===== src/rtl/pup_pkg.sv =====
// Package: shared state encoding and bit positions for the island power-up
// sequencer. Assumes 32-bit control and status words.
package pup_pkg;
    localparam int WORD_W      = 32;
    localparam int NCPU        = 2;
    localparam int RST_BIT_LO  = 13;
    localparam int LON_LO      = 20;
    localparam int LON_ST_LO   = 28;
    localparam int LGOOD_LO    = 16;
    localparam int LGOOD_ST_LO = 24;
    localparam int LCLAMP_BIT  = 15;
    localparam int PDA_LO      = 8;
    localparam int PDA_W       = 4;
    localparam int MON_BIT     = 1;
    localparam int MON_ST_BIT  = 5;
    localparam int MGOOD_BIT   = 0;
    localparam int MGOOD_ST_BIT = 4;
    localparam int MCLAMP_BIT  = 2;
    localparam logic [WORD_W-1:0] PWR_RESET_WORD = 32'h0000_8F04;

    typedef enum logic [3:0] {
        ST_IDLE, ST_LON, ST_LGOOD, ST_LCLAMP, ST_MPDA, ST_MON,
        ST_MGOOD, ST_MCLAMP, ST_RELEASE, ST_FINISH, ST_FAIL
    } pup_state_e;
endpackage


===== src/rtl/pup_timer.sv =====
// Wait timer: counts cycles spent in one status wait and flags when the
// count equals the limit. Assumes the owner clears it outside waits.
module pup_timer #(
    parameter int TMO_W = 8
) (
    input  logic             clk,
    input  logic             rst_n,
    input  logic             clear,
    input  logic [TMO_W-1:0] limit,
    output logic             expired
);
    localparam logic [TMO_W-1:0] CNT_MAX = '1;
    logic [TMO_W-1:0] cnt;

    // Saturating cycle counter, restarted by clear.
    always_ff @(posedge clk) begin
        if (!rst_n || clear)
            cnt <= '0;
        else if (cnt != CNT_MAX)
            cnt <= cnt + 1'b1;
    end

    assign expired = (cnt == limit);
endmodule


===== src/rtl/pup_fsm.sv =====
// Step sequencer: accepts a start, tests the skip condition, walks the
// power steps and holds each wait until the status matches or the timer runs
// out. Assumes the selected status word is presented on stat.
module pup_fsm
    import pup_pkg::*;
(
    input  logic              clk,
    input  logic              rst_n,
    input  logic              start,
    input  logic              cpu_sel,
    input  logic [NCPU-1:0]   rst_bits,
    input  logic [WORD_W-1:0] stat,
    input  logic              expired,
    output pup_state_e        state,
    output logic              sel,
    output logic              tmo_clear
);
    pup_state_e nxt;
    logic       wait_st;
    logic       matched;

    // Status match for whichever wait step is active.
    always_comb begin
        wait_st = 1'b1;
        matched = 1'b0;
        case (state)
            ST_LON:   matched = (stat[LON_ST_LO +: 2] == 2'b11);
            ST_LGOOD: matched = (stat[LGOOD_ST_LO +: 2] == 2'b11);
            ST_MON:   matched = stat[MON_ST_BIT];
            ST_MGOOD: matched = stat[MGOOD_ST_BIT];
            default:  wait_st = 1'b0;
        endcase
        tmo_clear = !wait_st || matched;
    end

    // Next-state selection.
    always_comb begin
        nxt = state;
        case (state)
            ST_IDLE, ST_FINISH, ST_FAIL: begin
                if (start)
                    nxt = rst_bits[cpu_sel] ? ST_FINISH : ST_LON;
                else if (state == ST_FINISH)
                    nxt = ST_IDLE;
            end
            ST_LON:     nxt = matched ? ST_LGOOD : (expired ? ST_FAIL : ST_LON);
            ST_LGOOD:   nxt = matched ? ST_LCLAMP : (expired ? ST_FAIL : ST_LGOOD);
            ST_LCLAMP:  nxt = ST_MPDA;
            ST_MPDA:    nxt = ST_MON;
            ST_MON:     nxt = matched ? ST_MGOOD : (expired ? ST_FAIL : ST_MON);
            ST_MGOOD:   nxt = matched ? ST_MCLAMP : (expired ? ST_FAIL : ST_MGOOD);
            ST_MCLAMP:  nxt = ST_RELEASE;
            ST_RELEASE: nxt = ST_FINISH;
            default:    nxt = ST_IDLE;
        endcase
    end

    // State and CPU select registers; select is latched on an accepted start.
    always_ff @(posedge clk) begin
        if (!rst_n) begin
            state <= ST_IDLE;
            sel   <= 1'b0;
        end else begin
            state <= nxt;
            if ((state == ST_IDLE || state == ST_FINISH || state == ST_FAIL) && start)
                sel <= cpu_sel;
        end
    end
endmodule


===== src/rtl/pup_word.sv =====
// Power control word of one island: applies the action of the current step
// while this island is the selected one. Bits only accumulate.
module pup_word
    import pup_pkg::*;
(
    input  logic              clk,
    input  logic              rst_n,
    input  logic              act,
    input  pup_state_e        state,
    output logic [WORD_W-1:0] word
);
    // Per-step set or clear of the control groups.
    always_ff @(posedge clk) begin
        if (!rst_n)
            word <= PWR_RESET_WORD;
        else if (act) begin
            case (state)
                ST_LON:    word[LON_LO +: 2]   <= 2'b11;
                ST_LGOOD:  word[LGOOD_LO +: 2] <= 2'b11;
                ST_LCLAMP: word[LCLAMP_BIT]    <= 1'b0;
                ST_MPDA:   word[PDA_LO +: PDA_W] <= '0;
                ST_MON:    word[MON_BIT]       <= 1'b1;
                ST_MGOOD:  word[MGOOD_BIT]     <= 1'b1;
                ST_MCLAMP: word[MCLAMP_BIT]    <= 1'b0;
                default:   word <= word;
            endcase
        end
    end
endmodule


===== src/rtl/cpu_island_powerup.sv =====
// Top: one sequencer, one wait timer, one power word per island, and the
// shared reset control word. Assumes at most two secondary CPUs.
module cpu_island_powerup
    import pup_pkg::*;
#(
    parameter int TMO_W = 8
) (
    input  logic                   clk,
    input  logic                   rst_n,
    input  logic                   start,
    input  logic                   cpu_sel,
    input  logic [TMO_W-1:0]       tmo_limit,
    input  logic [NCPU*WORD_W-1:0] pwr_stat,
    output logic [NCPU*WORD_W-1:0] pwr_ctrl,
    output logic [WORD_W-1:0]      cpu_rst_ctrl,
    output logic                   busy,
    output logic                   done,
    output logic                   error
);
    pup_state_e        state;
    logic              sel;
    logic              tmo_clear;
    logic              expired;
    logic [WORD_W-1:0] stat_sel;

    assign stat_sel = pwr_stat[sel*WORD_W +: WORD_W];

    pup_fsm u_fsm (
        .clk(clk), .rst_n(rst_n), .start(start), .cpu_sel(cpu_sel),
        .rst_bits(cpu_rst_ctrl[RST_BIT_LO +: NCPU]), .stat(stat_sel),
        .expired(expired), .state(state), .sel(sel), .tmo_clear(tmo_clear)
    );

    pup_timer #(.TMO_W(TMO_W)) u_timer (
        .clk(clk), .rst_n(rst_n), .clear(tmo_clear),
        .limit(tmo_limit), .expired(expired)
    );

    for (genvar i = 0; i < NCPU; i++) begin : g_island
        pup_word u_word (
            .clk(clk), .rst_n(rst_n), .act(sel == 1'(i)), .state(state),
            .word(pwr_ctrl[i*WORD_W +: WORD_W])
        );
    end

    // Reset control word: the selected CPU's bit rises in the release step.
    always_ff @(posedge clk) begin
        if (!rst_n)
            cpu_rst_ctrl <= '0;
        else if (state == ST_RELEASE)
            cpu_rst_ctrl[RST_BIT_LO + int'(sel)] <= 1'b1;
    end

    assign busy  = !(state == ST_IDLE || state == ST_FINISH || state == ST_FAIL);
    assign done  = (state == ST_FINISH);
    assign error = (state == ST_FAIL);
endmodule


===== config.mk =====
export PLATFORM = sky130hd
export DESIGN_NAME = cpu_island_powerup
export DESIGN_NICKNAME = d
export VERILOG_FILES = /design/src/rtl/pup_pkg.sv /design/src/rtl/pup_timer.sv /design/src/rtl/pup_fsm.sv /design/src/rtl/pup_word.sv /design/src/rtl/cpu_island_powerup.sv
export SDC_FILE = /design/constraint.sdc
export NUM_CORES = 1
export LEC_CHECK = 0
export ABC_AREA = 1
export BUFFER_PORTS_ARGS = -buffer_cell sky130_fd_sc_hd__buf_2
export CORE_MARGIN = 1.5
export CORE_UTILIZATION = 35
export CTS_CLUSTER_DIAMETER = 80
export CTS_CLUSTER_SIZE = 8
export DETAILED_ROUTE_END_ITERATION = 7
export GPL_TIMING_DRIVEN = 1
export MAX_ROUTING_LAYER = met4
export PLACE_DENSITY = 0.75
export SYNTH_ARGS = -nofsm -noshare
export SYNTH_HDL_FRONTEND = slang
export SYNTH_SLANG_ARGS = --single-unit

===== constraint.sdc =====
create_clock -name clk -period 2 [get_ports clk]
set_clock_uncertainty 0.05 [all_clocks]
set_input_delay 0.1 -clock clk [delete_from_list [all_inputs] [get_ports clk]]
set_output_delay 0.1 -clock clk [all_outputs]
set_load 0.005 [all_outputs]

==> flow_summary.json <==
{
  "synth_cells": 288,
  "finalSetupViolations": 0,
  "min_period_ns": 1.53,
  "path_cells": "inv_1 > nand2_1 > inv_1 > nand2_1 > nand3_1 > inv_1 > buf_2",
  "core_um2": 5570,
  "finalCritPeriodShare_pct": 76.3,
  "worstPathRequired_ns": 1.85,
  "root_buffer": "clkbuf_8",
  "clkSinkCount": 29,
  "initial_core_util_pct": 36.5,
  "synth_compound_area_share_pct": 9.03,
  "finalPower_mw": 1.24,
  "rr_startpoint": "u_timer.cnt[0]",
  "synth.distinct_cells": 24,
  "cts.repair.resized": 0,
  "yosysSeqAreaShare_pct": 28.5,
  "worstHoldPathCells": 2,
  "synth_xor_area_share_pct": 4.73,
  "maxCapViolCount": 0,
  "cts_buffers": 5,
  "die_y_um": 79.3,
  "yosys.area_share.simple_pct": 21.7,
  "postSynthAreaPerCell_um2": 7.07,
  "endpoint_kind": "primary output",
  "antenna_left": 0,
  "grt_usage_pct": 12.0,
  "pin_count": 175,
  "num_antenna_cells": 0,
  "ys_ff_latch": 29,
  "holdBufCountCts": 0,
  "grt_max_degree": 15,
  "hp-class": "in2reg",
  "synth_mux_area_share_pct": 0,
  "cts_buffer_depth": 2,
  "wire_per_inst_um": 9.09,
  "antenna_found_initial": 0,
  "critPathKind": "reg2out",
  "place_hpwl_um": 3020,
  "min_from": "rst_n",
  "nNetsFinal": 412,
  "drive_above_1_share_pct": 21.1,
  "synth_top_family_by_area": "buffers and inverters",
  "drcViolationCount": 0,
  "htreeDepth": 2,
  "clock.fmax_ghz": 0.656,
  "holdPathEnd": "g_island[1].u_word.word[15]",
  "die_w_um": 79.3,
  "arrival_ns": 1.38,
  "cp-startpoint": "u_fsm.state[0]",
  "drv_slew": 0,
  "via_per_inst": 4.04,
  "rr_endpoint": "u_timer.cnt[1]",
  "max_stage_delay_ns": 0.38,
  "ys_warn_count": 0,
  "vias": 1648,
  "cpMaxStageDelayCell": "dfxtp_1",
  "path_buf_inv": 4,
  "critical_path.most_common_cell": "inv_1",
  "drtIter0Drc": 48,
  "powerDensity_nw_per_um2": 580,
  "cts_tree": "done",
  "clkLatencyLatePin_ns": 0.27,
  "rsz0062_at_grt": "false",
  "grt-ovfl-total": 0,
  "syn_area_um2": 2040,
  "synthAdderAreaFrac_pct": 0.614,
  "worst-path-max-fanout": 4,
  "post_cts_buffers": 0,
  "fin_setup_tns_ns": 0,
  "cpLargestDelayFamily": "simple AND/OR/NAND/NOR gates",
  "p_leak_nw": 1.09,
  "fill_cells": 617,
  "r2r_cells": 6,
  "wl_um": 3710,
  "die_area_um2": 6290,
  "grt_pass1_vias": 1361,
  "rrSetupSlack_ns": 0.48,
  "syn_to_final_growth_pct": 4.61,
  "io_buffers": 52,
  "hold_viol": 0,
  "start_kind": "flop",
  "vdd_drop_max_uv": 343,
  "status": "complete, no violations",
  "rows": 27,
  "grt_pass1_wl_um": 5820,
  "dr.pass1.iters": 4,
  "clkTransAtPathRegs_ns": 0.06,
  "gp_congestion": 0.814
}
cell usage in the layout, fill, tap and decap left out:
| cell | Yosys | routed |
|---|---|---|
| nand2_1 | 53 | 53 |
| clkinv_2 | 0 | 2 |
| nand3_2 | 1 | 1 |
| or2_2 | 3 | 3 |
| clkbuf_1 | 2 | 1 |
| nor2_1 | 23 | 23 |
| a31oi_1 | 1 | 1 |
| conb_1 | 1 | 70 |
| buf_4 | 80 | 2 |
| clkbuf_8 | 0 | 5 |
| nor2_4 | 1 | 1 |
| a21oi_1 | 19 | 19 |
| buf_2 | 1 | 52 |
| nand3_1 | 16 | 16 |
| clkinv_1 | 1 | 1 |
| o21a_1 | 5 | 5 |
| inv_2 | 1 | 1 |
| nand3_4 | 1 | 1 |
| nand2_2 | 1 | 1 |
| o21ai_0 | 9 | 9 |
| dfxtp_1 | 29 | 29 |
| inv_1 | 26 | 26 |
| xor2_1 | 2 | 2 |
| ha_1 | 1 | 1 |
| xnor2_1 | 9 | 9 |
| nor2_2 | 2 | 2 |
cell usage after synthesis (all sizes together):
cell type   n  share of area (%)
ha          1               0.61
nand2      54                 10
clkinv      1               0.18
o21ai       9                2.2
xnor2       9                3.9
a21oi      19                4.7
xor2        2               0.86
or2         3               0.92
inv        27                5.0
nor2       26                5.4
dfxtp      29                 29
o21a        5                1.8
a31oi       1               0.31
nand3      18                5.3
buf        81                 30
clkbuf      2               0.37
conb        1               0.18
per-stage QoR:
step,worst slack (ns),hold slack [ns],area [um2],cells,utilization [%]
2_1_floorplan,0.718,0.167,2300,357,-
3_3_place_gp,0.540,0.369,2050,400,36.7
3_5_place_dp,0.487,0.376,2050,400,36.7
4_1_cts,0.476,0.0870,2130,408,38.2
5_1_grt,0.355,0.103,2130,408,38.2
6_report,0.475,0.0923,2130,408,38.2
cell type report:
| class | instances | area (um2) | share of cell area, % |
|---|---|---|---|
| Clock buffer | 6 | 72.6 | 3.41 |
| Clock inverter | 2 | 10.0 | 0.470 |
| Inverter | 28 | 105 | 4.93 |
| Multi-Input combinational cell | 217 | 997 | 46.8 |
| Sequential cell | 29 | 581 | 27.2 |
| Tap cell | 72 | 90.1 | 4.23 |
| Timing Repair Buffer | 54 | 275 | 12.9 |
how the worst max path moves through the flow:
stage	endpoint	slack, ns	cells after the start
2_1_floorplan	u_timer.cnt[1]	0.72	6
3_3_place_gp	u_timer.cnt[1]	0.54	6
3_5_place_dp	u_timer.cnt[1]	0.49	6
4_1_cts	u_timer.cnt[1]	0.48	6
5_1_grt	u_fsm.state[0]	0.35	9
6_report	busy	0.47	7
sequential cells by signal (all words and copies together), names as in the netlist:
signal and cells:
g_island.u_word.word 14, u_timer.cnt 8, u_fsm.state 4, cpu_rst_ctrl 2, u_fsm.sel 1
per-layer routing:
| metal | track usage [%] | vias to the layer above | share of wire, % |
|---|---|---|---|
| met4 | 3.68 | 0 | 0.67 |
| met5 | - | - | 0 |
| met3 | 3.22 | 2 | 5.6 |
| met1 | 14.3 | 740 | 44 |
| met2 | 19.6 | 69 | 49 |
| li1 | - | 837 | - |
cells by family (layout without fill, tap and decap cells):
kind of cell | after synthesis | count (layout)
and+or+nand+nor | 101 | 101
AOI/OAI and AO/OA | 34 | 34
xor gates and xnor gates | 11 | 11
other | 1 | 70
adders and majority gates | 1 | 1
DFF | 29 | 29
buffers and inverters | 111 | 90
power breakdown:
part,internal [mW],leakage [nW],switching (mW)
clock network,0.240,0.0450,0.209
logic,0.0637,0.807,0.121
registers,0.591,0.235,0.0118
Note: power is estimated with default switching activity, not from simulation.
